===== src/rtl/sds_pkg.sv =====
package sds_pkg;

   // Error flags raised at a sampling edge and held for the following period
   typedef struct packed {
      logic miss;    // a forced event never showed up
      logic undef;   // captured set has no rule from the current state
      logic unena;   // prohibitable event seen while its enable was low
   } sds_flags_t;

endpackage


===== src/rtl/sds_capture.sv =====
// Period counter plus one sticky capture bit per event.
module sds_capture #(
   parameter int N_EV        = 3,
   parameter int PERIOD      = 4,
   parameter bit RISE_DETECT = 1'b0
) (
   input  logic            clk,
   input  logic            rst_n,
   input  logic [N_EV-1:0] ev_i,
   output logic            edge_o,
   output logic [N_EV-1:0] set_o
);
   localparam int CW = $clog2(PERIOD);
   localparam logic [CW-1:0] LAST = CW'(PERIOD - 1);

   logic [CW-1:0]   cnt_q;
   logic [N_EV-1:0] hit;
   logic [N_EV-1:0] seen_q;

   generate
      if (RISE_DETECT) begin : g_rise
         logic [N_EV-1:0] prev_q;
         always_ff @(posedge clk or negedge rst_n) begin
            if (!rst_n) prev_q <= '0;
            else        prev_q <= ev_i;
         end
         assign hit = ev_i & ~prev_q;
      end else begin : g_level
         assign hit = ev_i;
      end
   endgenerate

   assign edge_o = (cnt_q == LAST);
   assign set_o  = seen_q;

   always_ff @(posedge clk or negedge rst_n) begin
      if (!rst_n) begin
         cnt_q  <= '0;
         seen_q <= '0;
      end else if (edge_o) begin
         cnt_q  <= '0;
         seen_q <= hit;            // edge-cycle input opens the next period
      end else begin
         cnt_q  <= cnt_q + 1'b1;
         seen_q <= seen_q | hit;
      end
   end
endmodule


===== src/rtl/sds_next.sv =====
// Rule lookup: (current state, captured set) -> next state.
module sds_next #(
   parameter int N_EV   = 3,
   parameter int ST_W   = 2,
   parameter int N_RULE = 4,
   parameter logic [N_RULE*ST_W-1:0] RULE_FROM = '0,
   parameter logic [N_RULE*N_EV-1:0] RULE_SET  = '0,
   parameter logic [N_RULE*ST_W-1:0] RULE_TO   = '0
) (
   input  logic [ST_W-1:0] cur_i,
   input  logic [N_EV-1:0] set_i,
   output logic [ST_W-1:0] nxt_o,
   output logic            undef_o
);
   logic found;

   always_comb begin
      found = 1'b0;
      nxt_o = cur_i;
      for (int r = 0; r < N_RULE; r++) begin
         if (!found && cur_i == RULE_FROM[r*ST_W +: ST_W]
                    && set_i == RULE_SET[r*N_EV +: N_EV]) begin
            found = 1'b1;
            nxt_o = RULE_TO[r*ST_W +: ST_W];
         end
      end
      undef_o = (set_i != '0) && !found;
   end
endmodule


===== src/rtl/sds_outmap.sv =====
// Moore output map: state -> enable mask.
module sds_outmap #(
   parameter int N_CTL = 2,
   parameter int N_ST  = 3,
   parameter int ST_W  = 2,
   parameter logic [N_ST*N_CTL-1:0] ENA_MAP = '0
) (
   input  logic [ST_W-1:0]  st_i,
   output logic [N_CTL-1:0] ena_o
);
   always_comb begin
      ena_o = '0;
      for (int s = 0; s < N_ST; s++) begin
         if (st_i == ST_W'(s)) ena_o = ENA_MAP[s*N_CTL +: N_CTL];
      end
   end
endmodule


===== src/rtl/sds_supervisor.sv =====
module sds_supervisor #(
   parameter int N_EV        = 3,
   parameter int N_CTL       = 2,
   parameter int N_ST        = 3,
   parameter int ST_W        = 2,
   parameter int N_RULE      = 4,
   parameter int PERIOD      = 4,
   parameter bit RISE_DETECT = 1'b0,
   parameter logic [ST_W-1:0] INIT_ST = '0,
   parameter logic [N_RULE*ST_W-1:0] RULE_FROM = {2'd2, 2'd1, 2'd0, 2'd0},
   parameter logic [N_RULE*N_EV-1:0] RULE_SET  = {3'b010, 3'b100, 3'b101, 3'b001},
   parameter logic [N_RULE*ST_W-1:0] RULE_TO   = {2'd0, 2'd2, 2'd2, 2'd1},
   parameter logic [N_ST*N_CTL-1:0]  ENA_MAP   = {2'b10, 2'b00, 2'b01}
) (
   input  logic             clk,
   input  logic             rst_n,
   input  logic [N_EV-1:0]  ev_i,
   output logic [N_CTL-1:0] ena_o,
   output logic             tick_ok_o,
   output logic             edge_o,
   output logic [ST_W-1:0]  state_o,
   output logic             err_miss_o,
   output logic             err_undef_o,
   output logic             err_unena_o
);
   import sds_pkg::*;

   initial begin
      if (N_CTL < 1 || N_CTL > N_EV) $fatal(1, "N_CTL must lie in 1..N_EV");
      if (PERIOD < 2)                $fatal(1, "PERIOD must be at least 2");
      if ((1 << ST_W) < N_ST)        $fatal(1, "ST_W too narrow for N_ST");
      if (int'(INIT_ST) >= N_ST)     $fatal(1, "INIT_ST out of range");
   end

   logic [N_EV-1:0] set;
   logic [ST_W-1:0] st_q, st_nxt;
   logic            undef;
   sds_flags_t      flg_q, flg_d;

   sds_capture #(.N_EV(N_EV), .PERIOD(PERIOD), .RISE_DETECT(RISE_DETECT)) u_cap (
      .clk(clk), .rst_n(rst_n), .ev_i(ev_i), .edge_o(edge_o), .set_o(set)
   );

   sds_next #(.N_EV(N_EV), .ST_W(ST_W), .N_RULE(N_RULE),
              .RULE_FROM(RULE_FROM), .RULE_SET(RULE_SET), .RULE_TO(RULE_TO)) u_nxt (
      .cur_i(st_q), .set_i(set), .nxt_o(st_nxt), .undef_o(undef)
   );

   sds_outmap #(.N_CTL(N_CTL), .N_ST(N_ST), .ST_W(ST_W), .ENA_MAP(ENA_MAP)) u_out (
      .st_i(st_q), .ena_o(ena_o)
   );

   always_comb begin
      flg_d.miss  = |(ena_o & ~set[N_CTL-1:0]);
      flg_d.undef = undef;
      flg_d.unena = |(~ena_o & set[N_CTL-1:0]);
   end

   always_ff @(posedge clk or negedge rst_n) begin
      if (!rst_n) begin
         st_q  <= INIT_ST;
         flg_q <= '0;
      end else if (edge_o) begin
         st_q  <= st_nxt;
         flg_q <= flg_d;
      end
   end

   assign state_o     = st_q;
   assign tick_ok_o   = ~|ena_o;
   assign err_miss_o  = flg_q.miss;
   assign err_undef_o = flg_q.undef;
   assign err_unena_o = flg_q.unena;
endmodule


===== config.mk =====
export PLATFORM = sky130hd
export DESIGN_NAME = sds_supervisor
export DESIGN_NICKNAME = d
export VERILOG_FILES = /design/src/rtl/sds_pkg.sv /design/src/rtl/sds_capture.sv /design/src/rtl/sds_next.sv /design/src/rtl/sds_outmap.sv /design/src/rtl/sds_supervisor.sv
export SDC_FILE = /design/constraint.sdc
export NUM_CORES = 1
export LEC_CHECK = 0
export ABC_AREA = 1
export BUFFER_PORTS_ARGS = -buffer_cell sky130_fd_sc_hd__buf_2
export CAP_MARGIN = 5
export CORE_AREA = 10 10 47 49
export CTS_CLUSTER_DIAMETER = 100
export CTS_CLUSTER_SIZE = 10
export DETAILED_ROUTE_END_ITERATION = 8
export DIE_AREA = 0 0 57 59
export GPL_TIMING_DRIVEN = 1
export MAX_ROUTING_LAYER = met4
export PLACE_DENSITY = 0.68
export SLEW_MARGIN = 5
export SYNTH_ARGS = -nofsm -noshare
export SYNTH_HDL_FRONTEND = slang
export SYNTH_SLANG_ARGS = --single-unit

===== constraint.sdc =====
create_clock -name clk -period 1 [get_ports clk]
set_input_delay 0.05 -clock clk [delete_from_list [all_inputs] [get_ports clk]]
set_output_delay 0.05 -clock clk [all_outputs]
set_load 0.05 [all_outputs]

==> reports/qor.yml, run 1 <==
floorplan:
  row_count: 14
  die_h_um: 59
  ios: 14
  dieWidth_um: 57
  die-area_um2: 3360
  coreArea_um2: 1400
  initial_core_util_pct: 33.8
timing:
  post-route-period-util_pct: 112
  clock_skew_ns: 0.00577
  finalCriticalPeriod_ns: 1.12
  slew_headroom_pct: 83.4
  hold_viol: 0
  hold_slack_ns: 0.168
  setup_viol: 11
  rsz0062_at_grt: "true"
  setup_ws_ns: -0.124
  fmax_mhz: 890
  worst_pin_slew_ns: 0.250
  final_max_slew_viol_count: 0
layout:
  final_cells: 104
  final_nets: 95
  multi_input_area_um2: 245
  fill_cells: 125
  drive_above_1_share_pct: 55.7
  area_delta_synth_final_pct: 78.3
  diodes: 0
  regArea_um2: 253
clocking:
  cts_inserted_buffers: 3
  cts.clk_slew.worst_paths_ns: 0.07
  clkLatencyLatePin_ns: 0.26
  cts_sinks: 10
  cts.path.max_buffers: 2
  cts_tree: "done"
  htree_levels: 1
  cts-root-buf: "clkbuf_4"
place:
  hpwl_um: 840
  placed_cells: 90
  dpl_worst_slack_ns: -0.0771
  portBuffers: 13
  gp_congestion: 0.742
route:
  routed_wl_mm: 1.26
  drt-initial-drc-count: 13
  num_vias: 474
  wl_per_cell_um: 12.1
  first_pass_iters: 4
  drt-vias-per-instance: 4.56
  drc_errors: 0
  antenna_left: 0
yosys:
  ys_ff_latch: 10
  syn_area_um2: 473
  ys_seq_area_share_pct: 52.9
  synth_top_area_share_pct: 52.9
  async_reset_ff_share_pct: 100
  synth_ff_type: "dfrtp_1"
  avgSynthCellArea_um2: 8.60
  synthesis.nets: 61
  yosysWarnings: 0
  syn_inst: 55
  synth_commonest_cells: "10 x dfrtp_1, 10 x nand2_1, 8 x nor2_1"
  synth_top_area_cell: "dfrtp_1"
  synth_edf_count: 0
  synthDistinctLibCells: 16
  synthTopCellsByArea: "dfrtp_1 53%, nand2_1 7.9%, nor2_1 6.3%"
global_route:
  overflow: 0
  grt_usage_pct: 7.84
  antenna_found_initial: 0
  grt_max_degree: 11
  grt_pass1_wl_mm: 2.10
  grt_pass1_vias: 505
pwr:
  power_mw: 1.20
  vdd.ir_drop.worst_uv: 687
  combPwrFrac_pct: 31.1
  clockPowerShare_pct: 30.8
  p_seq_share_pct: 38.1
  switching_share_pct: 32.7
  p_leak_nw: 0.431
  p_int_mw: 0.806
  switchingPower_mw: 0.392
  power_density_nw_per_um2: 1420
min_path:
  hold_class: "in -> async"
setup_path:
  reg2reg_slack_ns: -0.12
  crit_path_start_kind: "flip-flop"
  r2r_start: "state_o[0]$_DFFE_PN0P_"
  path_class: "reg -> reg"
  startpoint: "state_o[0]$_DFFE_PN0P_"
  rr_endpoint: "state_o[1]$_DFFE_PN0P_"
  cp_max_fo: 5
  reg2regPathDepth: 6
  arrival_ns: 1.28
  required_ns: 1.15
  critPathCaptureType: "flip-flop"
status:
  status: "complete, but fails checks"
  violations: "negative setup slack"
flow_run:
  drv_cap: 0
[layout by cell type (no fill, tap or decap)]
cell type      synthesis  layout
a21oi_2                0       1
a31oi_1                2       2
buf_2                  1       7
buf_4                  0      12
buf_6                  0       6
buf_8                  0       2
clkbuf_4               0       3
clkbuf_8               0       1
dfrtp_1               10       8
dfrtp_2                0       2
dlygate4sd3_1          0       4
ha_4                   0       1
inv_1                  6       4
inv_2                  0       3
nand2_1               10       9
nand2_2                1       2
nand3_1                5       3
nand3_2                2       3
nand3_4                0       1
nor2_1                 8       5
nor2_2                 1       2
nor2_4                 0       2
o21ai_0                2       1
o21ai_2                0       1
o21bai_1               3       3
[cell type report]
| cell class | count | share of cell area (%) |
|---|---|---|
| inverter | 7 | 3.12 |
| clock buffer | 4 | 4.30 |
| tap | 16 | 2.37 |
| timing repair buffer | 31 | 31.2 |
| multi-input combinational | 36 | 29.1 |
| sequential | 10 | 30.0 |
[critical path, cell delays in order, from the launching register on]
cell and delay [ns]:
dfrtp_2 0.46, nor2_4 0.15, nand2_1 0.12, nand3_4 0.11
nand2_2 0.05, nand2_1 0.05, nand2_1 0.06
[repair_timing]
item | in CTS | in global routing
gates cloned | 0 | 0
endpoints found under the hold margin | 13 | 0
pin swaps | 1 | 5
setup endpoints to repair | 11 | 11
setup buffers | 3 | 3
hold buffers | 4 | 0
resized for setup | 15 | 13
[registers in the layout, indices dropped and copies added (netlist names)]
signal	flops
err_miss_o	1
err_undef_o	1
err_unena_o	1
state_o	2
u_cap.cnt_q	2
u_cap.set_o	3
[logic make-up (layout without fill, tap and decap cells)]
family / after synthesis / count (layout) / synth area share [%]
buffers and inverters: 9 / 42 / 7.40
adder cells (fa/ha/maj): 1 / 1 / 2.65
AO/OA/AOI/OAI: 8 / 8 / 10.6
flip-flops: 10 / 10 / 52.9
AND/OR/NAND/NOR: 27 / 27 / 26.5
[per-stage QoR]
stage          utilization (%)  setup TNS [ns]  cell area (µm²)
2_1_floorplan                -           -2.12              500
3_3_place_gp              45.4          -0.140              637
3_5_place_dp              45.4          -0.214              637
4_1_cts                   55.7          -0.946              781
5_1_grt                   60.2           -1.55              843
6_report                  60.2          -0.992              843
[power by group through the flow]
| stage | registers, mW | logic, mW | clock network [mW] |
|---|---|---|---|
| after floorplan | 0.512 | 0.134 | 0 |
| after global placement | 0.462 | 0.290 | 0 |
| after detailed placement | 0.464 | 0.290 | 0 |
| after CTS | 0.457 | 0.345 | 0.374 |
| after global routing | 0.460 | 0.394 | 0.402 |
| final | 0.456 | 0.373 | 0.369 |
[worst max-delay path by stage]
stage | endpoint | cells past startpoint
3_5_place_dp | state_o[0]$_DFFE_PN0P_ | 6
2_1_floorplan | state_o[0]$_DFFE_PN0P_ | 7
5_1_grt | state_o[1]$_DFFE_PN0P_ | 7
3_3_place_gp | state_o[0]$_DFFE_PN0P_ | 6
4_1_cts | ena_o[1] | 3
6_report | state_o[1]$_DFFE_PN0P_ | 6
[layer usage]
layer | vias to the layer above | part of all wire [%] | global-route usage (%)
li1 | 243 | - | -
met1 | 219 | 43 | 8.37
met2 | 12 | 51 | 12.4
met3 | 0 | 5.8 | 3.65
met4 | 0 | 0 | 3.02
met5 | - | 0 | -
(Power assumes the default switching activity.)
==> run 2, diff against run 1 <==
--- a/config.mk
+++ b/config.mk
@@ -6,8 +6,9 @@
 export NUM_CORES = 1
 export LEC_CHECK = 0
 export ABC_AREA = 1
+export ABC_CLOCK_PERIOD_IN_PS = 1000
 export BUFFER_PORTS_ARGS = -buffer_cell sky130_fd_sc_hd__buf_2
-export CAP_MARGIN = 5
+export CAP_MARGIN = 10
 export CORE_AREA = 10 10 47 49
 export CTS_CLUSTER_DIAMETER = 100
 export CTS_CLUSTER_SIZE = 10
==> constraint.sdc (replaced) <==
create_clock -name clk -period 1 [get_ports clk]
set_input_delay 0.2 -clock clk [delete_from_list [all_inputs] [get_ports clk]]
set_output_delay 0.2 -clock clk [all_outputs]
set_load 0.05 [all_outputs]
==> run 2 against run 1 <==
Worst setup slack worse by 0.15 ns. Clock power shrank 21%. The flow still finishes with violations (negative setup slack). Routed wire length fell by 1.4%. Core utilization down 0.54 points. Power shrank 7.0%. First-iteration DRC count is 54% lower. Sequential share of layout area increased by 0.57 points. Critical endpoint is now tick_ok_o. Global-route usage rose by 0.20 points. Final cell count fell by 1.9%. Register-to-register slack got worse by 0.13 ns. Flip-flop and latch count did not move. Final area decreased by 0.89%.
==> reports/qor.yml, run 2 (same netlist as run 1, synthesis figures left out) <==
floorplan:
  row_count: 14  # unchanged
  coreArea_um2: 1400  # unchanged
  ios: 14  # unchanged
  initial_core_util_pct: 33.8  # unchanged
  dieWidth_um: 57  # unchanged
  die-area_um2: 3360  # unchanged
  die_h_um: 59  # unchanged
layout:
  final_cells: 102  # -1.9%
  area_delta_synth_final_pct: 76.7
  largest_register_ffs: 3  # unchanged
  diodes: 0  # unchanged
  utilization_pct: 59.6  # -0.54 points
  drive_above_1_share_pct: 50.0  # -5.7 points
  fill_cells: 128  # +2.4%
  mostFrequentLayoutCells: "11 x buf_4, 10 x nand2_1, 9 x buf_6, 8 x dfrtp_1, 6 x nor2_1"
  layout_commonest_cell: "buf_4"
  final_nets: 93  # -2.1%
global_route:
  grt_pass1_vias: 491  # -2.8%
  grt_max_degree: 11  # unchanged
  grt_usage_pct: 8.04  # +0.20 points
  overflow: 0  # unchanged
  grt_pass1_wl_mm: 2.15  # +2.3%
  antenna_found_initial: 0  # unchanged
setup_path:
  rr_endpoint: "err_undef_o$_DFFE_PN0P_"
  critPathCaptureType: "output port"
  required_ns: 0.80  # -0.35 ns
  crit_cells: 2  # -4
  arrival_ns: 1.07  # -0.21 ns
  cp_num_buf_inv: 2  # +2
  worst_path_dominant_cell_family: "flip-flops"
  cp_max_fo: 5  # unchanged
  critical_path.max_stage_delay_ns: 0.52  # +0.06 ns
  r2r_start: "state_o[1]$_DFFE_PN0P_"
  cpMaxStageDelayCell: "dfrtp_4"
  path_cells: "buf_6, buf_6"
  reg2regPathDepth: 7  # +1
  crit_path_end: "tick_ok_o"
  startpoint: "state_o[0]$_DFFE_PN0P_"
  crit_path_start_kind: "flip-flop"
  reg2reg_slack_ns: -0.25  # -0.13 ns
  path_common_cell: "buf_6"
  path_class: "reg -> out"
timing:
  slew_headroom_pct: 84.4  # +0.97 points
  finalCriticalPeriod_ns: 1.27  # +0.148 ns
  hold_viol: 0  # unchanged
  final_max_slew_viol_count: 0  # unchanged
  worst_pin_slew_ns: 0.234  # -0.0163 ns
  setup_ws_ns: -0.272  # -0.148 ns
  hold_slack_ns: 0.126  # -0.0416 ns
  tns_ns: -2.47  # -1.47 ns
  fmax_mhz: 786  # -12%
  post-route-period-util_pct: 127  # +15 points
  rsz0062_at_grt: "true"
  clock_skew_ns: 0.00968  # +0.00391 ns
  setup_viol: 16  # +5
clocking:
  cts.clk_slew.worst_paths_ns: 0.07  # about the same
  cts_inserted_buffers: 3  # unchanged
  cts.path.max_buffers: 2  # unchanged
  cts_tree: "done"
  htree_levels: 1  # unchanged
  cts_sinks: 10  # unchanged
  clkLatencyLatePin_ns: 0.26  # about the same
  cts-root-buf: "clkbuf_4"
min_path:
  worstHoldStart: "ev_i[2]"
  hold_class: "in -> reg"
place:
  hpwl_um: 930  # +11%
  placed_cells: 91  # +1.1%
  portBuffers: 13  # unchanged
  gp_congestion: 0.868  # +17%
status:
  violations: "negative setup slack"
  status: "complete, but fails checks"
route:
  wl_per_cell_um: 12.1  # +0.50%
  routed_wl_mm: 1.24  # -1.4%
  drt-initial-drc-count: 6  # -7
  num_vias: 462  # -2.5%
  drt-vias-per-instance: 4.53  # -0.62%
  antenna_left: 0  # unchanged
  first_pass_iters: 4  # unchanged
  drc_errors: 0  # unchanged
flow_run:
  drv_cap: 0  # unchanged
pwr:
  p_leak_nw: 0.420  # -2.6%
  power_mw: 1.11  # -7.0%
  power_density_nw_per_um2: 1330  # -6.2%
  vdd.ir_drop.worst_uv: 642  # -6.5%
run 2: cell count changes in the layout (fill, tap and decap cells not counted), sizes merged:
cell	before	now
buf	27	28
clkinv	0	1
dlygate4sd3	4	1
inv	7	6
run 2: layer usage:
| layer | part of all wire [%] | track usage [%] | vias up |
|---|---|---|---|
| li1 | - | - | 236 |
| met1 | 41 | 8.68 | 217 |
| met2 | 51 | 12.7 | 7 |
| met3 | 6.0 | 3.00 | 2 |
| met4 | 1.1 | 4.03 | 0 |
| met5 | 0 | - | - |
run 2: through the flow:
step	setup WS [ns]	instance area [µm²]
3_5_place_dp	-0.134	659
5_1_grt	-0.316	836
3_3_place_gp	-0.111	659
6_report	-0.272	836
4_1_cts	-0.291	793
2_1_floorplan	-0.467	513
run 2: layout make-up:
class                   instances  area (µm²)  area share, %
repair buffers                 29         279           33.4
flip-flops and latches         10         255           30.5
multi-input cells              36         229           27.4
clock buffers                   4        26.3           3.14
inverters                       7        26.3           3.14
well taps                      16        20.0           2.40
run 2: repair_timing:
item / 4_1_cts / 5_1_grt
endpoints found under the hold margin: 10 / 0
buffers inserted: 3 / 3
gates resized for setup: 23 / 5
pin swaps: 6 / 3
hold buffers: 1 / 0
endpoints found under the setup margin: 14 / 18
run 2: worst min-delay path by stage:
stage                                     to  slack [ns]  cells past startpoint
floorplan             err_miss_o$_DFFE_PN0P_        -0.1                      0
global placement      state_o[0]$_DFFE_PN0P_        0.07                      1
detailed placement    state_o[0]$_DFFE_PN0P_        0.08                      1
CTS                 u_cap.set_o[2]$_DFF_PN0_        0.12                      2
global route        u_cap.set_o[2]$_DFF_PN0_        0.12                      2
finish              u_cap.set_o[2]$_DFF_PN0_        0.13                      2
run 2: power by group:
part           total (mW)  switching [mW]  internal (mW)
Clock               0.293           0.139          0.154
Combinational       0.359           0.207          0.152
Sequential          0.463          0.0327          0.430
Total                1.11           0.379          0.736
run 2: worst reg2reg max path: stages, from the launching register on:
cell     delay [ns]
dfrtp_2        0.45
inv_2          0.10
nor2_4         0.05
buf_4          0.13
nand3_2        0.07
nand3_2        0.10
buf_4          0.16
a21oi_2        0.12
==> run 3, diff against run 2 <==
--- a/config.mk
+++ b/config.mk
@@ -17,6 +17,7 @@
 export GPL_TIMING_DRIVEN = 1
 export MAX_ROUTING_LAYER = met4
 export PLACE_DENSITY = 0.68
+export SETUP_SLACK_MARGIN = 0.4
 export SLEW_MARGIN = 5
 export SYNTH_ARGS = -nofsm -noshare
 export SYNTH_HDL_FRONTEND = slang
==> run 3 against run 2 <==
The run still ends with negative setup slack left. Final cell count decreased by 0.98%. Maximum frequency shrank 0.37%. Final area grew 5.5%. Non-clock buffer count down 1. Critical path type unchanged.
==> reports/qor.yml, run 3 (same netlist as run 1, synthesis figures left out) <==
status:
  status: "complete, but fails checks"
  violations: "negative setup slack"
setup_path:
  crit_path_start_kind: "flip-flop"
  cp_max_fo: 4  # -1
  path_class: "reg -> out"
  required_ns: 0.80  # about the same
  reg2reg_slack_ns: -0.23  # +0.02 ns
  arrival_ns: 1.08  # about the same
  critPathCaptureType: "output port"
  crit_path_end: "state_o[0]"
  r2r_start: "state_o[0]$_DFFE_PN0P_"
  startpoint: "state_o[0]$_DFFE_PN0P_"
  reg2regPathDepth: 7  # unchanged
  rr_endpoint: "state_o[0]$_DFFE_PN0P_"
layout:
  final_cells: 101  # -0.98%
  largest_register_ffs: 3  # unchanged
  mostFrequentLayoutCells: "10 x buf_4, 9 x nand2_1, 7 x buf_6"
  diodes: 0  # unchanged
  area_delta_synth_final_pct: 86.5
  multi_input_area_um2: 259  # +13%
  fill_cells: 107  # -16%
  drive_above_1_share_pct: 58.8  # +8.8 points
  regArea_um2: 259  # +1.5%
  layout_commonest_cell: "buf_4"
  final_nets: 92  # -1.1%
pwr:
  p_leak_nw: 0.429  # +2.0%
  vdd.ir_drop.worst_uv: 832  # +30%
  power_density_nw_per_um2: 1400  # +5.0%
  power_mw: 1.23  # +11%
place:
  gp_congestion: 0.931  # +7.3%
  hpwl_um: 889  # -4.4%
  portBuffers: 13  # unchanged
  placed_cells: 91  # unchanged
floorplan:
  die-area_um2: 3360  # unchanged
  die_h_um: 59  # unchanged
  dieWidth_um: 57  # unchanged
  row_count: 14  # unchanged
  initial_core_util_pct: 33.8  # unchanged
  ios: 14  # unchanged
  coreArea_um2: 1400  # unchanged
clocking:
  htree_levels: 1  # unchanged
  cts-root-buf: "clkbuf_4"
  clkLatencyLatePin_ns: 0.27  # about the same
  cts.clk_slew.worst_paths_ns: 0.07  # about the same
  cts.path.max_buffers: 2  # unchanged
  cts_inserted_buffers: 3  # unchanged
  cts_sinks: 10  # unchanged
  cts_tree: "done"
global_route:
  grt_pass1_wl_mm: 2.20  # +2.3%
  grt_pass1_vias: 514  # +4.7%
  overflow: 0  # unchanged
  antenna_found_initial: 0  # unchanged
  grt_usage_pct: 8.67  # +0.64 points
  grt_max_degree: 11  # unchanged
timing:
  post-route-period-util_pct: 128  # +0.48 points
  slew_headroom_pct: 81.1  # -3.3 points
  setup_ws_ns: -0.276  # -0.00475 ns
  setup_viol: 17  # +1
  clock_skew_ns: 0.00125  # -0.00843 ns
  final_max_slew_viol_count: 0  # unchanged
  hold_viol: 0  # unchanged
  worst_pin_slew_ns: 0.280  # +0.0462 ns
  fmax_mhz: 783  # -0.37%
  finalCriticalPeriod_ns: 1.28  # +0.00475 ns
  rsz0062_at_grt: "true"
route:
  drt-initial-drc-count: 5  # -1
  routed_wl_mm: 1.36  # +9.9%
  antenna_left: 0  # unchanged
  drt-vias-per-instance: 4.70  # +3.8%
  first_pass_iters: 3  # -1
  num_vias: 475  # +2.8%
  drc_errors: 0  # unchanged
  wl_per_cell_um: 13.5  # +11%
flow_run:
  drv_cap: 0  # unchanged
min_path:
  hold_class: "in -> reg"
## run 3: cell types whose count changed in the layout (fill, tap and decap cells not counted), sizes merged
cell,before,now
clkinv,1,0
inv,6,7
buf,28,27
## run 3: area by class of cell
class | instances | area share, %
multi-input cells | 36 | 29.4
flip-flops and latches | 10 | 29.4
repair buffers | 28 | 31.6
well taps | 16 | 2.27
inverters | 7 | 3.26
clock buffers | 4 | 4.11
## run 3: power by group
part | switching [mW] | total, mW | internal (mW) | leakage [nW]
Sequential | 0.0333 | 0.464 | 0.431 | 0.108
Clock | 0.148 | 0.369 | 0.221 | 0.0210
Combinational | 0.227 | 0.401 | 0.174 | 0.300
Total | 0.409 | 1.23 | 0.826 | 0.429
## run 3: critical path, cell delays in order, from the launching register on
cell	delay, ns
dfrtp_4	0.52
buf_6	0.15
buf_8	0.14
## run 3: stage by stage
step | setup slack, ns | instance area, µm² | hold slack, ns | setup TNS [ns] | util [%]
final | -0.276 | 882 | 0.126 | -2.54 | 62.9
after floorplan | -0.467 | 517 | -0.0956 | -2.27 | -
after global placement | -0.108 | 663 | 0.0728 | -0.573 | 47.3
after CTS | -0.291 | 856 | 0.122 | -2.66 | 61.1
after global routing | -0.310 | 882 | 0.117 | -3.34 | 62.9
after detailed placement | -0.129 | 663 | 0.0781 | -0.729 | 47.3
## run 3: what timing repair did
| item | CTS | global route |
|---|---|---|
| endpoints found under the setup margin | 19 | 19 |
| pin swaps | 11 | 3 |
| buffers inserted | 5 | 0 |
| hold endpoints to repair | 10 | 0 |
| hold buffers | 1 | 0 |
| gates resized for setup | 30 | 8 |
## run 3: layer usage
metal | track usage, % | share of wire, % | vias to the layer above
li1 | - | - | 236
met1 | 8.33 | 38 | 220
met2 | 13.8 | 51 | 12
met3 | 3.65 | 6.4 | 7
met4 | 6.38 | 4.5 | 0
met5 | - | 0 | -
## run 3: worst min path at each step
stage / depth (start not counted) / start / slack [ns] / end
4_1_cts: 2 / ev_i[0] / 0.12 / u_cap.set_o[0]$_DFF_PN0_
6_report: 2 / ev_i[0] / 0.13 / u_cap.set_o[0]$_DFF_PN0_
3_3_place_gp: 1 / rst_n / 0.07 / state_o[0]$_DFFE_PN0P_
3_5_place_dp: 1 / rst_n / 0.08 / state_o[0]$_DFFE_PN0P_
5_1_grt: 2 / ev_i[0] / 0.12 / u_cap.set_o[0]$_DFF_PN0_
2_1_floorplan: 0 / rst_n / -0.1 / err_miss_o$_DFFE_PN0P_
